File: src/rtl/spr_pkg.sv
package spr_pkg;
  localparam logic [15:0] SEL_MSR  = 16'h0001;
  localparam logic [15:0] SEL_FSR  = 16'h0007;
  localparam logic [15:0] SEL_SLR  = 16'h0800;
  localparam logic [15:0] SEL_SHR  = 16'h0802;
  localparam logic [15:0] SEL_PID  = 16'h1000;
  localparam logic [15:0] SEL_ZPR  = 16'h1001;
  localparam logic [15:0] SEL_TIDX = 16'h1002;
  localparam logic [15:0] SEL_TLO  = 16'h1003;
  localparam logic [15:0] SEL_THI  = 16'h1004;
  localparam logic [15:0] SEL_TSX  = 16'h1005;

  localparam logic [4:0] EC_PRIV = 5'b00111;
  localparam int UM_BIT = 11;
  localparam int IE_BIT = 1;

  typedef enum logic [1:0] {
    TLB_LO     = 2'b00,
    TLB_LO_EXT = 2'b01,
    TLB_HI     = 2'b10
  } tlb_part_e;

  typedef struct packed {
    logic msr;
    logic fsr;
    logic slr;
    logic shr;
    logic pid;
    logic zpr;
    logic tidx;
    logic tlo;
    logic tlo_ext;
    logic thi;
    logic tsx;
  } spr_we_t;
endpackage

File: src/rtl/spr_decode.sv
module spr_decode
  import spr_pkg::*;
#(
  parameter int MMU_MODE   = 3,
  parameter int TLB_ACCESS = 3,
  parameter int FPU_LEVEL  = 1,
  parameter int STACK_PROT = 1,
  parameter int ADDR_SIZE  = 40
) (
  input  logic        valid_i,
  input  logic        ext_i,
  input  logic [15:0] sel_i,
  input  logic        user_i,
  output spr_we_t     we_o,
  output logic        fault_o
);
  localparam bit PRIV_CHK = (MMU_MODE >= 1);
  localparam bit HAS_FSR  = (FPU_LEVEL > 0);
  localparam bit HAS_STK  = (STACK_PROT != 0);
  localparam bit HAS_TLB  = (MMU_MODE > 1);
  localparam bit HAS_TACC = HAS_TLB && (TLB_ACCESS > 1);
  localparam bit HAS_EXT  = (MMU_MODE == 3) && (ADDR_SIZE > 32);

  logic go;

  always_comb begin
    fault_o = valid_i && PRIV_CHK && user_i;
    go      = valid_i && !fault_o;
    we_o    = '0;
    if (go && ext_i) begin
      we_o.tlo_ext = HAS_EXT && (sel_i == SEL_TLO);
    end else if (go) begin
      case (sel_i)
        SEL_MSR:  we_o.msr  = 1'b1;
        SEL_FSR:  we_o.fsr  = HAS_FSR;
        SEL_SLR:  we_o.slr  = HAS_STK;
        SEL_SHR:  we_o.shr  = HAS_STK;
        SEL_PID:  we_o.pid  = HAS_TACC;
        SEL_ZPR:  we_o.zpr  = HAS_TACC;
        SEL_TIDX: we_o.tidx = HAS_TLB;
        SEL_TLO:  we_o.tlo  = HAS_TLB;
        SEL_THI:  we_o.thi  = HAS_TLB;
        SEL_TSX:  we_o.tsx  = HAS_TACC;
        default:  ;
      endcase
    end
  end
endmodule

File: src/rtl/spr_regs.sv
module spr_regs
  import spr_pkg::*;
#(
  parameter int EXT_W = 8
) (
  input  logic             clk_i,
  input  logic             rst_ni,
  input  spr_we_t          we_i,
  input  logic [31:0]      data_i,
  output logic [31:0]      msr_o,
  output logic [31:0]      fsr_o,
  output logic [31:0]      slr_o,
  output logic [31:0]      shr_o,
  output logic [31:0]      pid_o,
  output logic [31:0]      zpr_o,
  output logic [31:0]      tidx_o,
  output logic [31:0]      tlo_o,
  output logic [EXT_W-1:0] tlo_ext_o,
  output logic [31:0]      thi_o,
  output logic [31:0]      tsx_o
);
  logic [31:0] msr_q;

  always_ff @(posedge clk_i or negedge rst_ni) begin
    if (!rst_ni) begin
      msr_q     <= '0;
      msr_o     <= '0;
      fsr_o     <= '0;
      slr_o     <= '0;
      shr_o     <= '0;
      pid_o     <= '0;
      zpr_o     <= '0;
      tidx_o    <= '0;
      tlo_o     <= '0;
      tlo_ext_o <= '0;
      thi_o     <= '0;
      tsx_o     <= '0;
    end else begin
      // status takes effect one cycle after it is stored
      msr_o <= msr_q;
      if (we_i.msr)     msr_q     <= data_i;
      if (we_i.fsr)     fsr_o     <= data_i;
      if (we_i.slr)     slr_o     <= data_i;
      if (we_i.shr)     shr_o     <= data_i;
      if (we_i.pid)     pid_o     <= data_i;
      if (we_i.zpr)     zpr_o     <= data_i;
      if (we_i.tidx)    tidx_o    <= data_i;
      if (we_i.tlo)     tlo_o     <= data_i;
      if (we_i.tlo_ext) tlo_ext_o <= data_i[EXT_W-1:0];
      if (we_i.thi)     thi_o     <= data_i;
      if (we_i.tsx)     tsx_o     <= data_i;
    end
  end


  we_onehot_chk: assert property (@(posedge clk_i) disable iff (!rst_ni)
    $onehot0(we_i));


  ext_keeps_low_chk: assert property (@(posedge clk_i) disable iff (!rst_ni)
    we_i.tlo_ext |=> $stable(tlo_o));
endmodule

File: src/rtl/spr_write_unit.sv
module spr_write_unit
  import spr_pkg::*;
#(
  parameter int MMU_MODE    = 3,
  parameter int TLB_ACCESS  = 3,
  parameter int FPU_LEVEL   = 1,
  parameter int STACK_PROT  = 1,
  parameter int LOW_LAT_IRQ = 1,
  parameter int ADDR_SIZE   = 40,
  localparam int EXT_W      = (ADDR_SIZE > 32) ? ADDR_SIZE - 32 : 1
) (
  input  logic             clk_i,
  input  logic             rst_ni,
  input  logic             valid_i,
  input  logic             ext_i,
  input  logic [15:0]      sel_i,
  input  logic [31:0]      data_i,
  output logic             exc_o,
  output logic [4:0]       esr_ec_o,
  output logic [1:0]       irq_ack_o,
  output logic             tlb_we_o,
  output logic [1:0]       tlb_part_o,
  output logic [31:0]      tlb_idx_o,
  output logic [31:0]      tlb_wdata_o,
  output logic [31:0]      msr_o,
  output logic [31:0]      fsr_o,
  output logic [31:0]      slr_o,
  output logic [31:0]      shr_o,
  output logic [31:0]      pid_o,
  output logic [31:0]      zpr_o,
  output logic [31:0]      tidx_o,
  output logic [31:0]      tlo_o,
  output logic [EXT_W-1:0] tlo_ext_o,
  output logic [31:0]      thi_o,
  output logic [31:0]      tsx_o
);
  spr_we_t   we;
  logic      fault;
  logic      tlb_hit;
  tlb_part_e part_d;

  spr_decode #(
    .MMU_MODE  (MMU_MODE),
    .TLB_ACCESS(TLB_ACCESS),
    .FPU_LEVEL (FPU_LEVEL),
    .STACK_PROT(STACK_PROT),
    .ADDR_SIZE (ADDR_SIZE)
  ) i_decode (
    .valid_i(valid_i),
    .ext_i  (ext_i),
    .sel_i  (sel_i),
    .user_i (msr_o[UM_BIT]),
    .we_o   (we),
    .fault_o(fault)
  );

  spr_regs #(.EXT_W(EXT_W)) i_regs (
    .clk_i    (clk_i),
    .rst_ni   (rst_ni),
    .we_i     (we),
    .data_i   (data_i),
    .msr_o    (msr_o),
    .fsr_o    (fsr_o),
    .slr_o    (slr_o),
    .shr_o    (shr_o),
    .pid_o    (pid_o),
    .zpr_o    (zpr_o),
    .tidx_o   (tidx_o),
    .tlo_o    (tlo_o),
    .tlo_ext_o(tlo_ext_o),
    .thi_o    (thi_o),
    .tsx_o    (tsx_o)
  );

  assign tlb_hit = we.tlo | we.tlo_ext | we.thi;

  always_comb begin
    if (we.thi)          part_d = TLB_HI;
    else if (we.tlo_ext) part_d = TLB_LO_EXT;
    else                 part_d = TLB_LO;
  end

  always_ff @(posedge clk_i or negedge rst_ni) begin
    if (!rst_ni) begin
      exc_o       <= 1'b0;
      esr_ec_o    <= '0;
      irq_ack_o   <= 2'b00;
      tlb_we_o    <= 1'b0;
      tlb_part_o  <= 2'b00;
      tlb_idx_o   <= '0;
      tlb_wdata_o <= '0;
    end else begin
      exc_o <= fault;
      if (fault) esr_ec_o <= EC_PRIV;
      irq_ack_o <= (we.msr && data_i[IE_BIT] && (LOW_LAT_IRQ != 0)) ? 2'b11 : 2'b00;
      tlb_we_o <= tlb_hit;
      if (tlb_hit) begin
        tlb_part_o  <= part_d;
        tlb_idx_o   <= tidx_o;
        tlb_wdata_o <= data_i;
      end
    end
  end


  ack_src_chk: assert property (@(posedge clk_i) disable iff (!rst_ni)
    (irq_ack_o != 2'b00) |-> (irq_ack_o == 2'b11) && (LOW_LAT_IRQ != 0) &&
      $past(valid_i && !ext_i && (sel_i == SEL_MSR) && data_i[IE_BIT]));


  fault_code_chk: assert property (@(posedge clk_i) disable iff (!rst_ni)
    exc_o |-> (esr_ec_o == EC_PRIV) && !tlb_we_o && $stable(pid_o) && $stable(thi_o));


  tlb_src_chk: assert property (@(posedge clk_i) disable iff (!rst_ni)
    tlb_we_o |-> $past(valid_i && ((sel_i == SEL_TLO) || (sel_i == SEL_THI))) &&
      (tlb_wdata_o == $past(data_i)));


  idle_hold_chk: assert property (@(posedge clk_i) disable iff (!rst_ni)
    !valid_i |=> $stable(pid_o) && $stable(fsr_o) && $stable(thi_o) &&
      $stable(tlo_o) && $stable(tsx_o) && !exc_o && !tlb_we_o);


  msr_late_chk: assert property (@(posedge clk_i) disable iff (!rst_ni)
    !$stable(msr_o) |-> $past(valid_i, 2));
endmodule

File: config.mk
export PLATFORM = sky130hd
export DESIGN_NAME = spr_write_unit
export DESIGN_NICKNAME = d
export VERILOG_FILES = /design/src/rtl/spr_pkg.sv /design/src/rtl/spr_decode.sv /design/src/rtl/spr_regs.sv /design/src/rtl/spr_write_unit.sv
export SDC_FILE = /design/constraint.sdc
export NUM_CORES = 1
export LEC_CHECK = 0
export BUFFER_PORTS_ARGS = -buffer_cell sky130_fd_sc_hd__buf_2
export CAP_MARGIN = 5
export CORE_ASPECT_RATIO = 1.4
export CORE_UTILIZATION = 25
export CTS_BUF_LIST = sky130_fd_sc_hd__clkbuf_4 sky130_fd_sc_hd__clkbuf_8
export DETAILED_ROUTE_END_ITERATION = 6
export GPL_TIMING_DRIVEN = 0
export PLACE_DENSITY_LB_ADDON = 0.3
export SLEW_MARGIN = 40
export SYNTH_ARGS = -nofsm -noshare
export SYNTH_HDL_FRONTEND = slang
export SYNTH_SLANG_ARGS = --single-unit
File: constraint.sdc
create_clock -name clk_i -period 3.05 [get_ports clk_i]
set_clock_uncertainty 0.05 [all_clocks]
set_input_delay 0.4575 -clock clk_i [delete_from_list [all_inputs] [get_ports clk_i]]
set_output_delay 0.4575 -clock clk_i [all_outputs]
set_load 0.01 [all_outputs]
==> tab_implementation.tex <==
\begin{tabular}{lr}
\hline
Metric & Value \\
\hline
\multicolumn{2}{l}{\textbf{Global routing}} \\
GR met3 Demand/Resource & just under 4\% \\
Antenna violations before repair & 5 \\
Global-route wire length before repair & roughly 74000 µm \\
Met1 layer usage reported by global route & between 10\% and 20\% \\
Number of global-route vias before repair & between 10000 and 15000 \\
Pin count of the biggest net entering global routing & between 70 and 80 \\
Overflow left after global routing & 0 \\
Global-route track usage on met2 & between 20 and 30\% \\
Total routing resource utilization after global routing & approximately 15\% \\
Global routing's busiest layer & met2 \\
\multicolumn{2}{l}{\textbf{STA}} \\
RSZ-0062 raised after global routing & no \\
Final-report hold violation count & 0 \\
Fin worst setup slack & 0.1937 ns \\
Normalized max-slew margin & 45.73\% \\
Part of the cycle the worst path needs & between 90\% and 100\% \\
Count of final setup violators & 0 \\
Post-layout min period & roughly 2.9 ns \\
Final max-slew violation count & 0 \\
Slew at the pin with the worst max-slew slack & 0.8140 ns \\
Maximum frequency from static timing analysis & 350.1 MHz \\
\multicolumn{2}{l}{\textbf{Detailed routing}} \\
DR pass1 iterations & 4 \\
Post-route ant nets & 0 \\
Average routed wire per standard cell & a little over 20 µm \\
Wire length reported by the detailed router & roughly 50000 µm \\
Vias per Instance & 4.225 \\
Iteration-0 DRC Markers & 387 \\
Number of remaining DRC errors & 0 \\
Vias after detailed routing & about 10000 \\
\multicolumn{2}{l}{\textbf{Logic synthesis}} \\
Distinct cell type count of the synthesized netlist & 35 \\
Cell count after synthesis & approximately 950 \\
Top cells by count, synth & sky130\_fd\_sc\_hd\_\_dfrtp\_1 (430), sky130\_fd\_sc\_hd\_\_mux2\_2 (357), sky130\_fd\_sc\_hd\_\_clkbuf\_1 (43), sky130\_fd\_sc\_hd\_\_mux2\_4 (30), sky130\_fd\_sc\_hd\_\_buf\_2 (21) \\
Async set-or-reset flop fraction in the synthesized netlist & 100.0\% \\
Synth area leaders & sky130\_fd\_sc\_hd\_\_dfrtp\_1 (67\%), sky130\_fd\_sc\_hd\_\_mux2\_2 (25\%), sky130\_fd\_sc\_hd\_\_mux2\_4 (2.8\%) \\
Portion of synthesized cell area occupied by the leading cell type & approximately two thirds \\
Number of warnings printed during yosys synthesis & 0 \\
Post-Synthesis Cell Area & roughly 16000 µm² \\
Most frequent cell after synthesis & sky130\_fd\_sc\_hd\_\_dfrtp\_1 \\
Sequential fraction of the synthesis area & between 60 and 70\% \\
Mean cell area of the mapped netlist & 16.81 µm² \\
Yosys reg bits & 430 \\
Largest area contributor in the synthesized netlist & sky130\_fd\_sc\_hd\_\_dfrtp\_1 \\
Main synth FF type & sky130\_fd\_sc\_hd\_\_dfrtp\_1 \\
Count of flip-flops with a built-in enable after synthesis & 0 \\
\multicolumn{2}{l}{\textbf{Power and ir drop}} \\
Power density cells & about 550 nW/µm² \\
Leakage & $\sim$12 nW \\
Pwr Total & between 0.01 and 0.015 W \\
Worst IR drop on VDD & 277.0 µV \\
\multicolumn{2}{l}{\textbf{Worst setup path}} \\
CP required & roughly 3.5 ns \\
Crit path kind & in -> reg \\
Startpoint Class & input pin \\
Highest fanout seen on the critical path & 10 \\
Data arrival at the endpoint of the critical path & between 3 and 4 ns \\
Critical path endpoint category & flip-flop \\
\multicolumn{2}{l}{\textbf{Flow run}} \\
Total of max-cap violations & 0 \\
\multicolumn{2}{l}{\textbf{CTS}} \\
Clk pin slew, worst setup/hold paths & 0.06 ns \\
Depth of the CTS H-tree & 3 \\
TritonCTS clock tree & done \\
Buffer count from post-CTS setup fixing & 0 \\
Deepest clock path buffer count & 3 \\
Num CTS Buffers & 73 \\
Worst skew pair latency & 0.65 ns \\
Root Buffer & sky130\_fd\_sc\_hd\_\_clkbuf\_8 \\
Clk sinks & 430 \\
\multicolumn{2}{l}{\textbf{Floorplanning}} \\
Die area & $\sim$65000 µm² \\
Area of the core region & 63280 µm² \\
Std cell rows & between 100 and 150 \\
Starting density of the core & about a quarter \\
Die width & around 220 µm \\
Vertical extent of the die & $\sim$300 µm \\
Number of top-level pins & $\sim$460 \\
\multicolumn{2}{l}{\textbf{Placement}} \\
Count of port buffers added during placement & between 400 and 500 \\
Detailed-placement wirelength estimate & about 37000 µm \\
Routability congestion estimate & 0.7625 \\
Setup WS pre-CTS & -0.8959 ns \\
\multicolumn{2}{l}{\textbf{Final layout}} \\
Fillcell total & approximately 6300 \\
Share of post-route cells with drive strength above 1 & about two thirds \\
Final net count & 1577 \\
Synth-to-layout area growth & 34.56\% \\
\multicolumn{2}{l}{\textbf{Min path}} \\
Hold WC Path Type & in -> reg \\
\multicolumn{2}{l}{\textbf{Status}} \\
Outcome & finished clean \\
\hline
\end{tabular}
## worst max-delay path: stages
cell and delay (ns):
sky130_fd_sc_hd__buf_2 0.09, sky130_fd_sc_hd__nor3_1 0.63, sky130_fd_sc_hd__nand3_1 0.48, sky130_fd_sc_hd__nor4_4 0.69, sky130_fd_sc_hd__clkbuf_1 0.57, sky130_fd_sc_hd__mux2_2 0.40
## where the power goes
group          leakage, nW  switching, W  internal [W]
registers             6.01   0.000000628       0.00571
logic                 5.39      0.000247     0.0000969
clock network        0.847       0.00242       0.00328
## metrics by stage
step | hold WS [ns] | setup TNS, ns | cells | util [%] | cell area (µm²)
floorplan | 0.1119 | 0 | 954 | - | 16020
finish | 0.1766 | 0 | 2417 | 34.06 | 21550
detailed placement | 0.3025 | -130.50 | 2248 | 30.93 | 19570
global route | 0.1213 | 0 | 2412 | 34.04 | 21540
global placement | 0.3065 | -3298.09 | 2238 | 30.54 | 19320
CTS | 0.05182 | 0 | 2411 | 34.02 | 21530
## worst paths after layout
check	cells past startpoint	endpoint	slack (ns)	from
worst max-delay path	6	i_regs.thi_o[28]	0.19	sel_i[13]
worst min-delay path	3	tlb_we_o	0.18	sel_i[2]
worst max register to register	5	i_regs.thi_o[28]	0.24	i_regs.msr_o[11]
worst min register to register	0	i_regs.msr_o[9]	0.32	i_regs.msr_q[9]
max in group asynchronous	5	i_regs.zpr_o[18]	1.40	rst_ni
min in group asynchronous	2	tlb_idx_o[7]	0.24	rst_ni
## metal layers
layer	vias to the layer above	part of all wire [%]
met4	2	3.5
met2	363	52
met5	-	0.034
li1	4501	-
met1	5254	39
met3	92	6.0
## cell families (layout without fill, tap and decap cells)
logic type | count (synthesis) | in the layout | share of synthesized area (%)
mux | 392 | 392 | 28.26
compound gates | 3 | 3 | 0.1250
buf+inv | 83 | 708 | 2.601
simple gates | 44 | 44 | 1.812
flops | 430 | 430 | 67.18
other cells | 1 | 8 | 0.02341
## what timing repair did
item                       4_1_cts  5_1_grt
gates cloned                     0        0
hold endpoints to repair       204        0
hold buffers                    34        0
resized for setup                2        7
setup endpoints to repair       60       84
## flip-flops by register name (all words and copies together) (netlist names)
register / count
i_regs.tsx_o: 32
i_regs.thi_o: 32
i_regs.shr_o: 32
i_regs.msr_q: 32
i_regs.tlo_ext_o: 8
exc_o: 1
tlb_wdata_o: 32
i_regs.slr_o: 32
i_regs.tidx_o: 32
i_regs.tlo_o: 32
esr_ec_o: 1
i_regs.zpr_o: 32
i_regs.pid_o: 32
tlb_part_o: 2
tlb_we_o: 1
tlb_idx_o: 32
irq_ack_o: 1
i_regs.fsr_o: 32
i_regs.msr_o: 32
## area by class of cell
type,count,area (µm²),area share (%)
Sequential cell,430,10760,49.92
Multi-Input combinational cell,441,4895,22.71
Timing Repair Buffer,496,2806,13.02
Clock buffer,112,1398,6.484
Tap cell,832,1041,4.830
Buffer,80,414.1,1.922
Clock inverter,17,212.7,0.9869
Antenna cell,6,15.01,0.06966
Inverter,3,11.26,0.05225
## cell usage in the layout, fill, tap and decap left out, types with 3 or more instances in the layout
cell,n
sky130_fd_sc_hd__buf_1,3
sky130_fd_sc_hd__nand2_1,4
sky130_fd_sc_hd__dfrtp_1,430
sky130_fd_sc_hd__clkbuf_4,23
sky130_fd_sc_hd__mux2_2,357
sky130_fd_sc_hd__inv_1,3
sky130_fd_sc_hd__bufinv_16,4
sky130_fd_sc_hd__buf_12,3
sky130_fd_sc_hd__nor2_1,4
sky130_fd_sc_hd__diode_2,6
sky130_fd_sc_hd__buf_4,7
sky130_fd_sc_hd__buf_2,475
sky130_fd_sc_hd__mux2_1,5
sky130_fd_sc_hd__clkinv_2,6
sky130_fd_sc_hd__buf_16,6
sky130_fd_sc_hd__mux2_4,30
sky130_fd_sc_hd__clkbuf_2,6
sky130_fd_sc_hd__clkbuf_8,89
sky130_fd_sc_hd__or4_1,3
sky130_fd_sc_hd__clkbuf_1,39
sky130_fd_sc_hd__clkinvlp_4,3
sky130_fd_sc_hd__nor4_4,3
sky130_fd_sc_hd__nor3_1,3
sky130_fd_sc_hd__dlygate4sd3_1,34
sky130_fd_sc_hd__nand3_1,3
No activity file was read; power rests on OpenSTA's default activity.
